**config.mk**
```make
export PLATFORM = sky130hd
export DESIGN_NAME = irq_cascade_agg
export DESIGN_NICKNAME = d
export VERILOG_FILES = /design/src/rtl/irqagg_pkg.sv /design/src/rtl/irqagg_sticky.sv /design/src/rtl/irqagg_hc_regs.sv /design/src/rtl/irqagg_l2_regs.sv /design/src/rtl/irq_cascade_agg.sv
export SDC_FILE = /design/constraint.sdc
export NUM_CORES = 1
export LEC_CHECK = 0
export ABC_AREA = 1
export BUFFER_PORTS_ARGS = -buffer_cell sky130_fd_sc_hd__buf_4
export CORE_ASPECT_RATIO = 1.1
export CORE_UTILIZATION = 40
export DETAILED_ROUTE_END_ITERATION = 8
export GPL_TIMING_DRIVEN = 1
export PLACE_DENSITY = 0.66
export SYNTH_ARGS = -nofsm -noshare
export SYNTH_HDL_FRONTEND = slang
export SYNTH_SLANG_ARGS = --single-unit
```
**constraint.sdc**
```tcl
create_clock -name clk -period 18.81 [get_ports clk]
set_input_delay 1.881 -clock clk [delete_from_list [all_inputs] [get_ports clk]]
set_output_delay 1.881 -clock clk [all_outputs]
set_load 0.005 [all_outputs]
```
**src/rtl/irqagg_pkg.sv**
```systemverilog
package irqagg_pkg;
  localparam int DW = 32;

  // level-one window offsets
  localparam logic [7:0] OFF_SEGSEL = 8'h24;
  localparam logic [7:0] OFF_FWSIZE = 8'h28;
  localparam logic [7:0] OFF_SCTRL  = 8'h30;
  localparam logic [7:0] OFF_HMASK  = 8'h34;
  localparam logic [7:0] OFF_HSTAT  = 8'h38;
  localparam logic [7:0] OFF_ERRADR = 8'h40;

  // level-two window offsets
  localparam logic [7:0] OFF_ROUTE0 = 8'h08;
  localparam logic [7:0] OFF_ROUTE1 = 8'h0C;
  localparam logic [7:0] OFF_LSTAT  = 8'h50;
  localparam logic [7:0] OFF_LMASK  = 8'h54;
  localparam logic [7:0] OFF_LPOL   = 8'h58;
  localparam logic [7:0] OFF_LIN    = 8'h5C;

  localparam logic [DW-1:0] FWSIZE_RST = 32'h0200_0000;
  localparam int EN_BIT      = 31;
  localparam int CASCADE_BIT = 11;
  localparam int RSEEN_BIT   = 10;
  localparam int SYNC_LO     = 2;

  typedef struct packed {
    logic          wr;
    logic [7:0]    off;
    logic [DW-1:0] wdata;
  } regacc_t;
endpackage

```
**src/rtl/irqagg_sticky.sv**
```systemverilog
module irqagg_sticky #(
  parameter int W = 32
) (
  input  logic         clk,
  input  logic         rst_n,
  input  logic [W-1:0] set_i,
  input  logic         clr_en_i,
  input  logic [W-1:0] clr_i,
  output logic [W-1:0] stat_o
);
  logic [W-1:0] stat_q;
  logic [W-1:0] stat_d;

  for (genvar i = 0; i < W; i++) begin : g_bit
    always_comb begin
      stat_d[i] = set_i[i] | (stat_q[i] & ~(clr_en_i & clr_i[i]));
    end

    // a set in the clearing cycle wins
    a_r7_set_wins: assert property (@(posedge clk) disable iff (!rst_n)
      set_i[i] |=> stat_o[i]);
    // a pending bit only goes away through a clear write
    a_r3_sticky_hold: assert property (@(posedge clk) disable iff (!rst_n)
      (stat_o[i] && !(clr_en_i && clr_i[i])) |=> stat_o[i]);
  end

  always_ff @(posedge clk or negedge rst_n) begin
    if (!rst_n) stat_q <= '0;
    else        stat_q <= stat_d;
  end

  assign stat_o = stat_q;
endmodule

```
**src/rtl/irqagg_hc_regs.sv**
```systemverilog
module irqagg_hc_regs
  import irqagg_pkg::*;
#(
  parameter int NSER = 17
) (
  input  logic            clk,
  input  logic            rst_n,
  input  regacc_t         acc_i,
  input  logic [NSER-1:0] serirq_i,
  input  logic            rseen_i,
  input  logic [5:0]      sync_err_i,
  input  logic [1:0]      bm_req_i,
  output logic [DW-1:0]   rdata_o,
  output logic            hit_o,
  output logic            req_o
);
  localparam int SER_LO = DW - NSER;

  logic [DW-1:0] segsel_q, segsel_d;
  logic [DW-1:0] fwsize_q, fwsize_d;
  logic [DW-1:0] ctrl_q,   ctrl_d;
  logic [DW-1:0] mask_q,   mask_d;
  logic [DW-1:0] set_vec;
  logic [DW-1:0] stat;
  logic          stat_clr;

  always_comb begin
    segsel_d = segsel_q;
    fwsize_d = fwsize_q;
    ctrl_d   = ctrl_q;
    mask_d   = mask_q;
    if (acc_i.wr) begin
      case (acc_i.off)
        OFF_SEGSEL: segsel_d = acc_i.wdata;
        OFF_FWSIZE: fwsize_d = acc_i.wdata;
        OFF_SCTRL:  ctrl_d   = acc_i.wdata;
        OFF_HMASK:  mask_d   = acc_i.wdata;
        default: ;
      endcase
    end
  end

  always_ff @(posedge clk or negedge rst_n) begin
    if (!rst_n) begin
      segsel_q <= '0;
      fwsize_q <= FWSIZE_RST;
      ctrl_q   <= '0;
      mask_q   <= '0;
    end else begin
      segsel_q <= segsel_d;
      fwsize_q <= fwsize_d;
      ctrl_q   <= ctrl_d;
      mask_q   <= mask_d;
    end
  end

  // source-to-status-bit mapping; line n lands on bit DW-1-n
  always_comb begin
    set_vec = '0;
    for (int n = 0; n < NSER; n++) set_vec[DW-1-n] = serirq_i[n];
    set_vec[RSEEN_BIT]            = rseen_i;
    set_vec[SYNC_LO+5:SYNC_LO]    = sync_err_i;
    set_vec[1:0]                  = bm_req_i;
  end

  assign stat_clr = acc_i.wr && (acc_i.off == OFF_HSTAT);

  irqagg_sticky #(.W(DW)) u_stat (
    .clk      (clk),
    .rst_n    (rst_n),
    .set_i    (set_vec),
    .clr_en_i (stat_clr),
    .clr_i    (acc_i.wdata),
    .stat_o   (stat)
  );

  assign req_o = ctrl_q[EN_BIT] & (|(stat & mask_q));

  always_comb begin
    hit_o   = 1'b1;
    rdata_o = '1;
    case (acc_i.off)
      OFF_SEGSEL: rdata_o = segsel_q;
      OFF_FWSIZE: rdata_o = fwsize_q;
      OFF_SCTRL:  rdata_o = ctrl_q;
      OFF_HMASK:  rdata_o = mask_q;
      OFF_HSTAT:  rdata_o = stat;
      OFF_ERRADR: rdata_o = '0;
      default:    hit_o   = 1'b0;
    endcase
  end

  // control word moves only on a write to its offset
  a_r2_ctrl_hold: assert property (@(posedge clk) disable iff (!rst_n)
    !(acc_i.wr && acc_i.off == OFF_SCTRL) |=> $stable(ctrl_q));
  // no request while the enable bit is off
  a_r6_enable_gates: assert property (@(posedge clk) disable iff (!rst_n)
    !ctrl_q[EN_BIT] |-> !req_o);
  // unused status bits stay clear
  a_r4_holes_zero: assert property (@(posedge clk) disable iff (!rst_n)
    (stat[SER_LO-1:RSEEN_BIT+1] == '0) && (stat[RSEEN_BIT-1:SYNC_LO+6] == '0));
endmodule

```
**src/rtl/irqagg_l2_regs.sv**
```systemverilog
module irqagg_l2_regs
  import irqagg_pkg::*;
(
  input  logic          clk,
  input  logic          rst_n,
  input  regacc_t       acc_i,
  input  logic          req_i,
  output logic [DW-1:0] rdata_o,
  output logic          hit_o,
  output logic          irq_o
);
  logic [DW-1:0] route0_q, route0_d;
  logic [DW-1:0] route1_q, route1_d;
  logic [DW-1:0] mask_q,   mask_d;
  logic [DW-1:0] pol_q,    pol_d;
  logic [DW-1:0] in_q,     in_d;
  logic [DW-1:0] stat;
  logic          stat_clr;

  always_comb begin
    route0_d = route0_q;
    route1_d = route1_q;
    mask_d   = mask_q;
    pol_d    = pol_q;
    if (acc_i.wr) begin
      case (acc_i.off)
        OFF_ROUTE0: route0_d = acc_i.wdata;
        OFF_ROUTE1: route1_d = acc_i.wdata;
        OFF_LMASK:  mask_d   = acc_i.wdata;
        OFF_LPOL:   pol_d    = acc_i.wdata;
        default: ;
      endcase
    end
    in_d              = '0;
    in_d[CASCADE_BIT] = req_i;
  end

  always_ff @(posedge clk or negedge rst_n) begin
    if (!rst_n) begin
      route0_q <= '0;
      route1_q <= '0;
      mask_q   <= '0;
      pol_q    <= '0;
      in_q     <= '0;
    end else begin
      route0_q <= route0_d;
      route1_q <= route1_d;
      mask_q   <= mask_d;
      pol_q    <= pol_d;
      in_q     <= in_d;
    end
  end

  assign stat_clr = acc_i.wr && (acc_i.off == OFF_LSTAT);

  irqagg_sticky #(.W(DW)) u_stat (
    .clk      (clk),
    .rst_n    (rst_n),
    .set_i    (in_q & mask_q),
    .clr_en_i (stat_clr),
    .clr_i    (acc_i.wdata),
    .stat_o   (stat)
  );

  assign irq_o = |stat;

  always_comb begin
    hit_o   = 1'b1;
    rdata_o = '1;
    case (acc_i.off)
      OFF_ROUTE0: rdata_o = route0_q;
      OFF_ROUTE1: rdata_o = route1_q;
      OFF_LSTAT:  rdata_o = stat;
      OFF_LMASK:  rdata_o = mask_q;
      OFF_LPOL:   rdata_o = pol_q;
      OFF_LIN:    rdata_o = in_q;
      default:    hit_o   = 1'b0;
    endcase
  end

  // a level-one request reaches level-two status two clocks later if unmasked
  a_r6_cascade: assert property (@(posedge clk) disable iff (!rst_n)
    ($past(req_i) && mask_q[CASCADE_BIT]) |=> stat[CASCADE_BIT]);
  // the output stays up until software clears level-two status
  a_r8_out_sticky: assert property (@(posedge clk) disable iff (!rst_n)
    (irq_o && !stat_clr) |=> irq_o);
endmodule

```
**src/rtl/irq_cascade_agg.sv**
```systemverilog
module irq_cascade_agg
  import irqagg_pkg::*;
#(
  parameter int NSER   = 17,
  parameter int ADDR_W = 9
) (
  input  logic              clk,
  input  logic              rst_n,
  input  logic              bus_req,
  input  logic              bus_wr,
  input  logic [ADDR_W-1:0] bus_addr,
  input  logic [31:0]       bus_wdata,
  output logic [31:0]       bus_rdata,
  output logic              bus_rvalid,
  input  logic [NSER-1:0]   serirq_lvl,
  input  logic              lreset_seen,
  input  logic [5:0]        sync_err,
  input  logic [1:0]        bm_req,
  output logic              irq_out
);
  // asynchronous assert, synchronous release
  logic [1:0] rst_sync_q;
  logic       rst_ni;

  always_ff @(posedge clk or negedge rst_n) begin
    if (!rst_n) rst_sync_q <= 2'b00;
    else        rst_sync_q <= {rst_sync_q[0], 1'b1};
  end
  assign rst_ni = rst_sync_q[1];

  logic          win_hc;
  regacc_t       hc_acc, l2_acc;
  logic [DW-1:0] hc_rdata, l2_rdata;
  logic          hc_hit, l2_hit;
  logic          hc_req;
  logic          rd_en;
  logic [DW-1:0] rdata_q, rdata_d;
  logic          rvalid_q, rvalid_d;

  assign win_hc = bus_addr[ADDR_W-1];

  always_comb begin
    hc_acc.wr    = bus_req & bus_wr & win_hc;
    hc_acc.off   = bus_addr[7:0];
    hc_acc.wdata = bus_wdata;
    l2_acc.wr    = bus_req & bus_wr & ~win_hc;
    l2_acc.off   = bus_addr[7:0];
    l2_acc.wdata = bus_wdata;
  end

  irqagg_hc_regs #(.NSER(NSER)) u_hc (
    .clk        (clk),
    .rst_n      (rst_ni),
    .acc_i      (hc_acc),
    .serirq_i   (serirq_lvl),
    .rseen_i    (lreset_seen),
    .sync_err_i (sync_err),
    .bm_req_i   (bm_req),
    .rdata_o    (hc_rdata),
    .hit_o      (hc_hit),
    .req_o      (hc_req)
  );

  irqagg_l2_regs u_l2 (
    .clk     (clk),
    .rst_n   (rst_ni),
    .acc_i   (l2_acc),
    .req_i   (hc_req),
    .rdata_o (l2_rdata),
    .hit_o   (l2_hit),
    .irq_o   (irq_out)
  );

  assign rd_en = bus_req & ~bus_wr;

  always_comb begin
    rdata_d  = rdata_q;
    rvalid_d = rd_en;
    if (rd_en) rdata_d = win_hc ? hc_rdata : l2_rdata;
  end

  always_ff @(posedge clk or negedge rst_ni) begin
    if (!rst_ni) begin
      rdata_q  <= '0;
      rvalid_q <= 1'b0;
    end else begin
      rdata_q  <= rdata_d;
      rvalid_q <= rvalid_d;
    end
  end

  assign bus_rdata  = rdata_q;
  assign bus_rvalid = rvalid_q;

  // every read request is answered on the next clock
  a_r2_rvalid_next: assert property (@(posedge clk) disable iff (!rst_ni)
    rd_en |=> bus_rvalid);
  a_r2_no_spurious: assert property (@(posedge clk) disable iff (!rst_ni)
    !rd_en |=> !bus_rvalid);
  // reads that neither window claims return all ones
  a_r10_unmapped_ones: assert property (@(posedge clk) disable iff (!rst_ni)
    (rd_en && !(win_hc ? hc_hit : l2_hit)) |=> (bus_rdata == '1));
endmodule

```
Word-level counts from Yosys, hierarchy flattened:

Cells that the tools add are included.

* logic and storage cells: 300
* register bits after elaboration: 356
* bits of input ports: 71

* multiplexer cells: 3
* reductions and logical operators: 12
* bitwise gates (word level): 259
* equal/unequal tests: 12

Operator list (number)
* 32-bit one-hot mux with 6 select lines: 2
* 1-bit bitwise AND: 133
* 1-bit NOT: 66
* 32-bit OR reduction: 2
* 1-bit OR: 58
* 8-bit by 6-bit equality test with 1-bit output, second input constant: 5
* 8-bit by 7-bit equality test with 1-bit output, second input constant: 5
* 12-bit by 32-bit bitwise AND with 32-bit output: 1
* 32-bit bitwise AND: 1
* 32-bit 2-to-1 mux: 1
* 8-bit by 4-bit equality test with 1-bit output, second input constant: 2
* 2-bit AND reduction: 8
* 1-bit logical AND: 2

Logic depth before layout (Yosys ltp):

Gate-level depths: netlist (run 1).

* word-level depth: 7
* depth in mapped cells: 12

Cells and area by module:

From an unflattened synthesis (run 1), not the netlist that was laid out.

* cells, all modules: 2426
* area total of the unflattened synthesis: 18368.9 um2

By module, submodules not included
* irqagg_l2_regs: area an instance 7034.2 um2, seq. area each 3228.1 um2, instances 1, cells each 985
* irqagg_hc_regs: area an instance 6829.0 um2, seq. area each 3204.3 um2, instances 1, cells each 867
* irqagg_sticky: area an instance 1315.0 um2, seq. area each 800.8 um2, instances 2, cells each 163
* irq_cascade_agg: area an instance 1875.5 um2, seq. area each 875.8 um2, instances 1, cells each 248

Worst setup path after synthesis (run 1):

Ideal clock, no wire load.

* path kind: input to register
* start point: input port bus_addr[7]
* end point: register u_hc.u_stat.stat_q[10] (netlist: u_hc.u_stat.stat_o[10])
* setup time: 0.123 ns
* path buffers: 1
* setup slack: 15.727 ns
* data arrival time: 2.960 ns
* cell stages on the path: 7
* required time: 18.687 ns
* cell sequence: nor2_1 nand2_1 nor2_2 nand2_2 buf_2 o21ai_0 nand2_1

* longest elaborated chain between the ends: 6

RTL lines
* from (decl): RTL line irq_cascade_agg.sv:11 `input logic [ADDR_W-1:0] bus_addr,`
* 8-bit by 6-bit equality test with 1-bit output: RTL line irqagg_hc_regs.sv:66 `assign stat_clr = acc_i.wr && (acc_i.off == OFF_HSTAT);`
* 1-bit logical AND: RTL line irqagg_hc_regs.sv:66
* 1-bit bitwise AND: RTL line irqagg_sticky.sv:16 `stat_d[i] = set_i[i] | (stat_q[i] & ~(clr_en_i & clr_i[i]));`
* 1-bit NOT: RTL line irqagg_sticky.sv:16
* 1-bit bitwise AND: RTL line irqagg_sticky.sv:16
* 1-bit OR: RTL line irqagg_sticky.sv:16
* net u_hc.u_stat.stat_d[10]: RTL line irqagg_sticky.sv:12 `logic [W-1:0] stat_d;`
* to (signal assigned): RTL line irqagg_sticky.sv:29 `else stat_q <= stat_d;`
* to (decl): RTL line irqagg_sticky.sv:11 `logic [W-1:0] stat_q;`

The timed path passes the listed nets, and every way through them passes these cells.
A chain may end at the register's enable or synchronous reset.

Final worst setup path (run 1):

* start point: input port bus_addr[1]
* end point: register u_l2.route0_q[3]

* longest elaborated chain between the ends: 2

RTL lines
* 8-bit by 4-bit equality test with 1-bit output
* 2-bit AND reduction (no line)
* to (signal assigned): RTL line irqagg_l2_regs.sv:46 `route0_q <= route0_d;`
* to (decl): RTL line irqagg_l2_regs.sv:12 `logic [DW-1:0] route0_q, route0_d;`

Every way passes these cells.

==> results by group, run 1 <==
Cells and area
  • Area delta synth->final: 15.0%
  • Most frequent cells in the layout: 678 x nand2_1, 354 x dfrtp_1, 312 x o21ai_0, 189 x nand3_1, 149 x inv_1
  • Most common cell after layout, fill and taps aside: nand2_1
  • Register area: 8910 µm²
  • Antenna cell count: 0
  • Area of the multi-input gates: 6340 µm²
  • Fin nets: 2177
  • # fillers: 4004
  • Layout cells sized above 1: 9.89%

Critical path
  • Cell family with the largest share of critical-path delay: simple AND/OR/NAND/NOR gates
  • Critical Path Source Type: input pin
  • Critical Path AT: 5.10 ns
  • Worst setup path end: u_l2.route0_q[3]
  • Setup Crit Path Kind: in -> reg
  • Register-to-Register Path Depth: 2
  • Most numerous cell on the critical path: nor2_2
  • CP cell instances: buf_4 > nor2_2 > nand3_1 > nor2_2 > nand2_2 > o21ai_0
  • Element type at the critical path end: register
  • FF-to-FF Start: rst_sync_q[1]
  • Critical Path Start: bus_addr[1]
  • R2r endpoint: u_hc.fwsize_q[11]
  • Reg2reg setup slack: 16.09 ns
  • Critical path's largest stage delay: 1.06 ns
  • WP data required: 19.23 ns
  • Worst path buffer plus inverter count: 1
  • Worst path slowest cell: nor2_2
  • CP Max Fanout: 64
  • CP Depth: 6

Yosys
  • Mapped Nets: 2121
  • Mean Syn Cell Area: 7.93 µm²
  • Seq/Total Area, Yosys: 54.8%
  • Distinct cells, synth: 32
  • Syn Inst Count: 2050
  • Register bit total from synthesis: 356
  • Yosys warning total: 0
  • Mapped cell area: 16300 µm²

Route
  • DRC: 0
  • Drt pass-1 iters: 5
  • Detailed-route via count: 14377
  • Final wirelength: 52400 µm
  • Starting DRT DRC Count: 1263
  • Routed WL per cell: 19.8 µm
  • DRT antenna net count: 0
  • Vias per cell: 5.43

Global routing
  • First-pass GRT wire length: 82300 µm
  • Number of global-route vias before repair: 13813
  • Antenna violations before repair: 1
  • Largest net degree at the start of global routing: 174
  • Grt total ovfl: 0
  • Total GRT Usage: 25.8%

Clock tree
  • Clk_lat worst skew: 0.54 ns
  • CTS Hold Buffers Added: 0
  • CTS tree: yes
  • CTS Buf Count: 39
  • Number of cells upsized or downsized after cts: 0
  • H-tree Lvls: 2
  • Clk root buf: clkbuf_16
  • CTS sink count: 356
  • CTS Buffer Depth: 3
  • Post-CTS setup repair buffer count: 0
  • Clk slew on worst S/H paths: 0.06 ns

Pwr
  • Int Power: 1.27 mW
  • Leakage: 9.25 nW
  • Net Sw Frac: 23.9%
  • Peak supply drop: 0.0584 mV
  • Net Sw Power: 398 µW
  • Total power: 1.67 mW
  • Part of the power in combinational logic: 6.1%
  • Power per cell area: 89.1 nW/µm²
  • Clk pwr share: 45.9%
  • Register share of total power: 48.0%

Floorplan
  • Ports: 105
  • Die area: 41500 µm²
  • Chip Width: 194 µm
  • Die height: 213 µm
  • Num rows: 77
  • Starting density of the core: 40.5%
  • Core ar.: 40200 µm²

STA
  • Final Critical Period: 4.68 ns
  • Setup violators final: 0
  • Worst slew pin tran: 1.34 ns
  • Final Skew: 0.0197 ns
  • Fmax: 0.214 GHz
  • Setup tns final: 0 ns
  • Slew margin rel.: 10.6%
  • RSZ-0062 raised after global routing: no
  • Fin. max-slew vios: 0
  • Hold WS: 0.351 ns
  • Fin crit share: 24.9%
  • Final Hold Vio Count: 0

Place
  • Routability cong.: 0.896
  • Dpl hpwl: 32200 µm
  • Port bufs: 104

Status
  • Status: completed

Worst hold path
  • HP Class: reg -> reg

Flow run
  • Number of max-cap violations: 0
-- cells in the mapped netlist, drive strengths merged --
| cell | count | share of area, % |
|---|---|---|
| nor4 | 8 | 0.31 |
| inv | 150 | 3.5 |
| nand3b | 18 | 0.83 |
| buf | 35 | 1.2 |
| a22o | 7 | 0.38 |
| o21a | 1 | 0.046 |
| clkinv | 1 | 0.023 |
| nor3b | 1 | 0.046 |
| nand4 | 4 | 0.15 |
| a21boi | 1 | 0.046 |
| dfstp | 1 | 0.16 |
| nor3 | 2 | 0.16 |
| nand2 | 684 | 16 |
| nand3 | 193 | 6.0 |
| a21oi | 19 | 0.58 |
| o21bai | 11 | 0.51 |
| dfrtp | 355 | 55 |
| or2 | 1 | 0.039 |
| nor2 | 160 | 3.9 |
| clkbuf | 75 | 1.7 |
| o21ai | 322 | 9.9 |
| conb | 1 | 0.023 |
-- area by class of cell --
| type | instances | area share (%) |
|---|---|---|
| timing repair buffer | 125 | 5.19 |
| clock inverter | 10 | 0.629 |
| sequential | 356 | 47.7 |
| multi-input combinational | 1433 | 33.9 |
| tap | 513 | 3.43 |
| inverter | 151 | 3.03 |
| clock buffer | 59 | 6.16 |
-- power groups by stage --
| stage | Sequential [mW] | Clock (mW) | Combinational [mW] |
|---|---|---|---|
| 6_report | 0.801 | 0.765 | 0.101 |
| 5_1_grt | 0.802 | 0.808 | 0.112 |
| 4_1_cts | 0.800 | 0.774 | 0.102 |
| 3_5_place_dp | 0.814 | 0 | 0.102 |
| 3_3_place_gp | 0.814 | 0 | 0.100 |
| 2_1_floorplan | 0.817 | 0 | 0.0387 |
-- sequential cells by signal, summed over array words and instances (netlist names) --
register / cells
bus_rdata: 32
bus_rvalid: 1
rst_sync_q: 2
u_hc.ctrl_q: 32
u_hc.fwsize_q: 32
u_hc.mask_q: 32
u_hc.segsel_q: 32
u_hc.u_stat.stat_o: 32
u_l2.in_q: 1
u_l2.mask_q: 32
u_l2.pol_q: 32
u_l2.route0_q: 32
u_l2.route1_q: 32
u_l2.u_stat.stat_o: 32
-- kinds of logic (layout without fill, tap and decap cells) --
kind of cell / count (synthesis) / count (layout) / synth area share [%]
buf+inv: 261 / 345 / 6.41
compound gates: 361 / 361 / 11.5
flops: 356 / 356 / 54.8
simple gates: 1071 / 1071 / 27.3
other cells: 1 / 1 / 0.0231
-- layer usage --
metal | track usage [%] | part of all wire [%]
met1 | 34.0 | 41
met2 | 43.0 | 47
met3 | 5.00 | 8.6
met4 | 8.32 | 2.8
met5 | 0 | 0
-- stage by stage --
stage                     cell area, µm²  std cells  worst slack [ns]  util, %
after floorplan                    16300       2050              8.16        -
after global placement             17400       2577             13.75     43.3
after detailed placement           17400       2577             13.64     43.3
after CTS                          18700       2646             14.18     46.5
after global routing               18700       2647             13.95     46.6
final                              18700       2647             14.13     46.6
-- worst min-delay path by stage --
stage                             start             to  cells past startpoint
after global routing      rst_sync_q[0]  rst_sync_q[1]                      0
after floorplan           rst_sync_q[0]  rst_sync_q[1]                      0
final                     rst_sync_q[0]  rst_sync_q[1]                      0
after CTS                 rst_sync_q[0]  rst_sync_q[1]                      0
after detailed placement  rst_sync_q[0]  rst_sync_q[1]                      0
after global placement    rst_sync_q[0]  rst_sync_q[1]                      0
Note: power is estimated with default switching activity, not from simulation.
==> run 2: changes to the inputs <==
--- a/config.mk
+++ b/config.mk
@@ -11,7 +11,7 @@
 export CORE_UTILIZATION = 40
 export DETAILED_ROUTE_END_ITERATION = 8
 export GPL_TIMING_DRIVEN = 1
-export PLACE_DENSITY = 0.66
+export PLACE_DENSITY = 0.68
 export SYNTH_ARGS = -nofsm -noshare
 export SYNTH_HDL_FRONTEND = slang
 export SYNTH_SLANG_ARGS = --single-unit
==> constraint.sdc (replaced) <==
create_clock -name clk -period 4 [get_ports clk]
set_input_delay 0.4 -clock clk [delete_from_list [all_inputs] [get_ports clk]]
set_output_delay 0.4 -clock clk [all_outputs]
set_load 0.005 [all_outputs]
==> results by group, run 2 (synthesis gave the netlist of run 1 again) <==
Clock tree
  • CTS Buf Count: 40 (+2.6%)
  • Number of cells upsized or downsized after cts: 0 (unchanged)
  • CTS Buffer Depth: 3 (unchanged)
  • CTS sink count: 356 (unchanged)
  • CTS tree: yes
  • CTS Hold Buffers Added: 1 (+1)
  • Clk slew on worst S/H paths: 0.06 ns (about the same)
  • H-tree Lvls: 2 (unchanged)
  • Clk root buf: clkbuf_16
  • Post-CTS setup repair buffer count: 0 (unchanged)
  • Clk_lat worst skew: 0.53 ns (about the same)

STA
  • Fin. max-slew vios: 0 (unchanged)
  • Final Critical Period: 2.59 ns
  • Fmax: 0.387 GHz
  • Final Hold Vio Count: 0 (unchanged)
  • Setup violators final: 0 (unchanged)
  • Worst slew pin tran: 1.28 ns (-0.0640 ns)
  • Setup ws final: 1.41 ns (-12.72 ns)
  • Fin crit share: 64.6%
  • Setup tns final: 0 ns (unchanged)
  • RSZ-0062 raised after global routing: no
  • Final Skew: 0.00774 ns (-0.0120 ns)
  • Hold WS: 0.0544 ns (-0.296 ns)
  • Slew margin rel.: 14.9% (+4.4 points)

Route
  • Starting DRT DRC Count: 1677 (+33%)
  • Detailed-route via count: 14497 (+0.83%)
  • Vias per cell: 5.44 (+0.19%)
  • Final wirelength: 51900 µm (-0.99%)
  • DRT antenna net count: 0 (unchanged)
  • DRC: 0 (unchanged)
  • Drt pass-1 iters: 6 (+1)
  • Routed WL per cell: 19.5 µm (-1.6%)

Pwr
  • Peak supply drop: 0.283 mV (+380%)
  • Power per cell area: 419 nW/µm² (+370%)
  • Total power: 7.89 mW (+370%)
  • Leakage: 9.34 nW (+0.96%)

Critical path
  • Worst path slowest cell: nor4_1
  • Critical Path AT: 2.19 ns (-2.91 ns)
  • CP cell instances: nor4_1 > nand4_1 > or2_2 > buf_4
  • Worst path buffer plus inverter count: 1 (unchanged)
  • Critical path's largest stage delay: 0.48 ns (-0.58 ns)
  • Setup Crit Path Kind: reg -> out
  • WP data required: 3.60 ns (-15.63 ns)
  • Cell family with the largest share of critical-path delay: simple AND/OR/NAND/NOR gates
  • CP Max Fanout: 3 (-95%)
  • Critical Path Source Type: register
  • Element type at the critical path end: primary output

Place
  • Pre-CTS WS: 1.16 ns (-12.48 ns)
  • Routability cong.: 0.882 (-1.6%)
  • Dpl hpwl: 33100 µm (+2.7%)
  • Port bufs: 104 (unchanged)

Floorplan
  • Die height: 213 µm (unchanged)
  • Starting density of the core: 40.5% (unchanged)
  • Chip Width: 194 µm (unchanged)
  • Die area: 41500 µm² (unchanged)
  • Ports: 105 (unchanged)
  • Num rows: 77 (unchanged)
  • Core ar.: 40200 µm² (unchanged)

Global routing
  • Antenna violations before repair: 0 (-1)
  • Global Route met2 Usage: 40.5% (-2.5 points)
  • Number of global-route vias before repair: 13756 (-0.41%)
  • Total GRT Usage: 25.3% (-0.53 points)
  • First-pass GRT wire length: 80500 µm (-2.2%)
  • Grt total ovfl: 0 (unchanged)
  • Met3 usage in global routing: 3.95% (-1.1 points)
  • Largest net degree at the start of global routing: 82 (-53%)
  • Busiest grt layer: met2
  • Routing usage on met1: 34.6% (+0.62 points)

Cells and area
  • Antenna cell count: 0 (unchanged)
  • Most common cell after layout, fill and taps aside: nand2_1
  • Fin nets: 2194 (+0.78%)
  • Area delta synth->final: 16.0%
  • Most frequent cells in the layout: 678 x nand2_1, 354 x dfrtp_1, 312 x o21ai_0, 189 x nand3_1, 149 x inv_1
  • # fillers: 3892 (-2.8%)
  • Layout cells sized above 1: 10.6% (+0.71 points)

Worst hold path
  • HP Class: in -> reg

Status
  • Status: completed

Flow run
  • Number of max-cap violations: 0 (unchanged)
## run 2: cell count changes in the layout (fill, tap and decap cells not counted), sizes merged
cell | before | now
buf | 125 | 140
clkbuf | 59 | 60
clkinv | 7 | 8
dlygate4sd3 | 0 | 1
inv | 151 | 150
## run 2: layer usage
layer  wire [µm]  vias to the layer above  share of wire (%)
li1            -                     6700                  -
met1       21900                     7030                 42
met2       23900                      653                 46
met3        4190                      114                8.1
met4        1870                        0                3.6
met5           0                        -                  0
## run 2: per-stage QoR
step	cell area, µm²	utilization [%]	cells
after floorplan	16300	-	2050
after global placement	17500	43.7	2593
after detailed placement	17500	43.7	2593
after CTS	18900	46.9	2664
after global routing	18900	46.9	2664
final	18900	46.9	2664
## run 2: layout make-up
cell class / count / area, µm² / share of cell area, %
clock buffer: 60 / 1190 / 6.30
clock inverter: 10 / 106 / 0.564
inverter: 151 / 567 / 3.01
multi-input combinational: 1433 / 6340 / 33.6
sequential: 356 / 8910 / 47.3
tap: 513 / 642 / 3.40
timing repair buffer: 141 / 1100 / 5.83
## run 2: report_power, final
| group | internal, mW | leakage [nW] | switching, mW | total, mW |
|---|---|---|---|---|
| sequential | 3.68 | 4.70 | 0.0809 | 3.76 |
| clock | 2.17 | 0.638 | 1.47 | 3.64 |
| combinational | 0.170 | 4.00 | 0.313 | 0.484 |
## run 2: worst paths after layout
path	startpoint	endpoint	slack, ns	cells after the start
max reg2reg	rst_sync_q[1]	bus_rdata[2]	2.48	1
max	u_l2.u_stat.stat_o[14]	irq_out	1.41	4
min	bus_wdata[13]	u_hc.u_stat.stat_o[13]	0.05	2
min in group asynchronous	rst_n	rst_sync_q[1]	0.20	2
max in group asynchronous	rst_sync_q[1]	bus_rdata[2]	2.48	1
min reg2reg	rst_sync_q[0]	rst_sync_q[1]	0.35	0
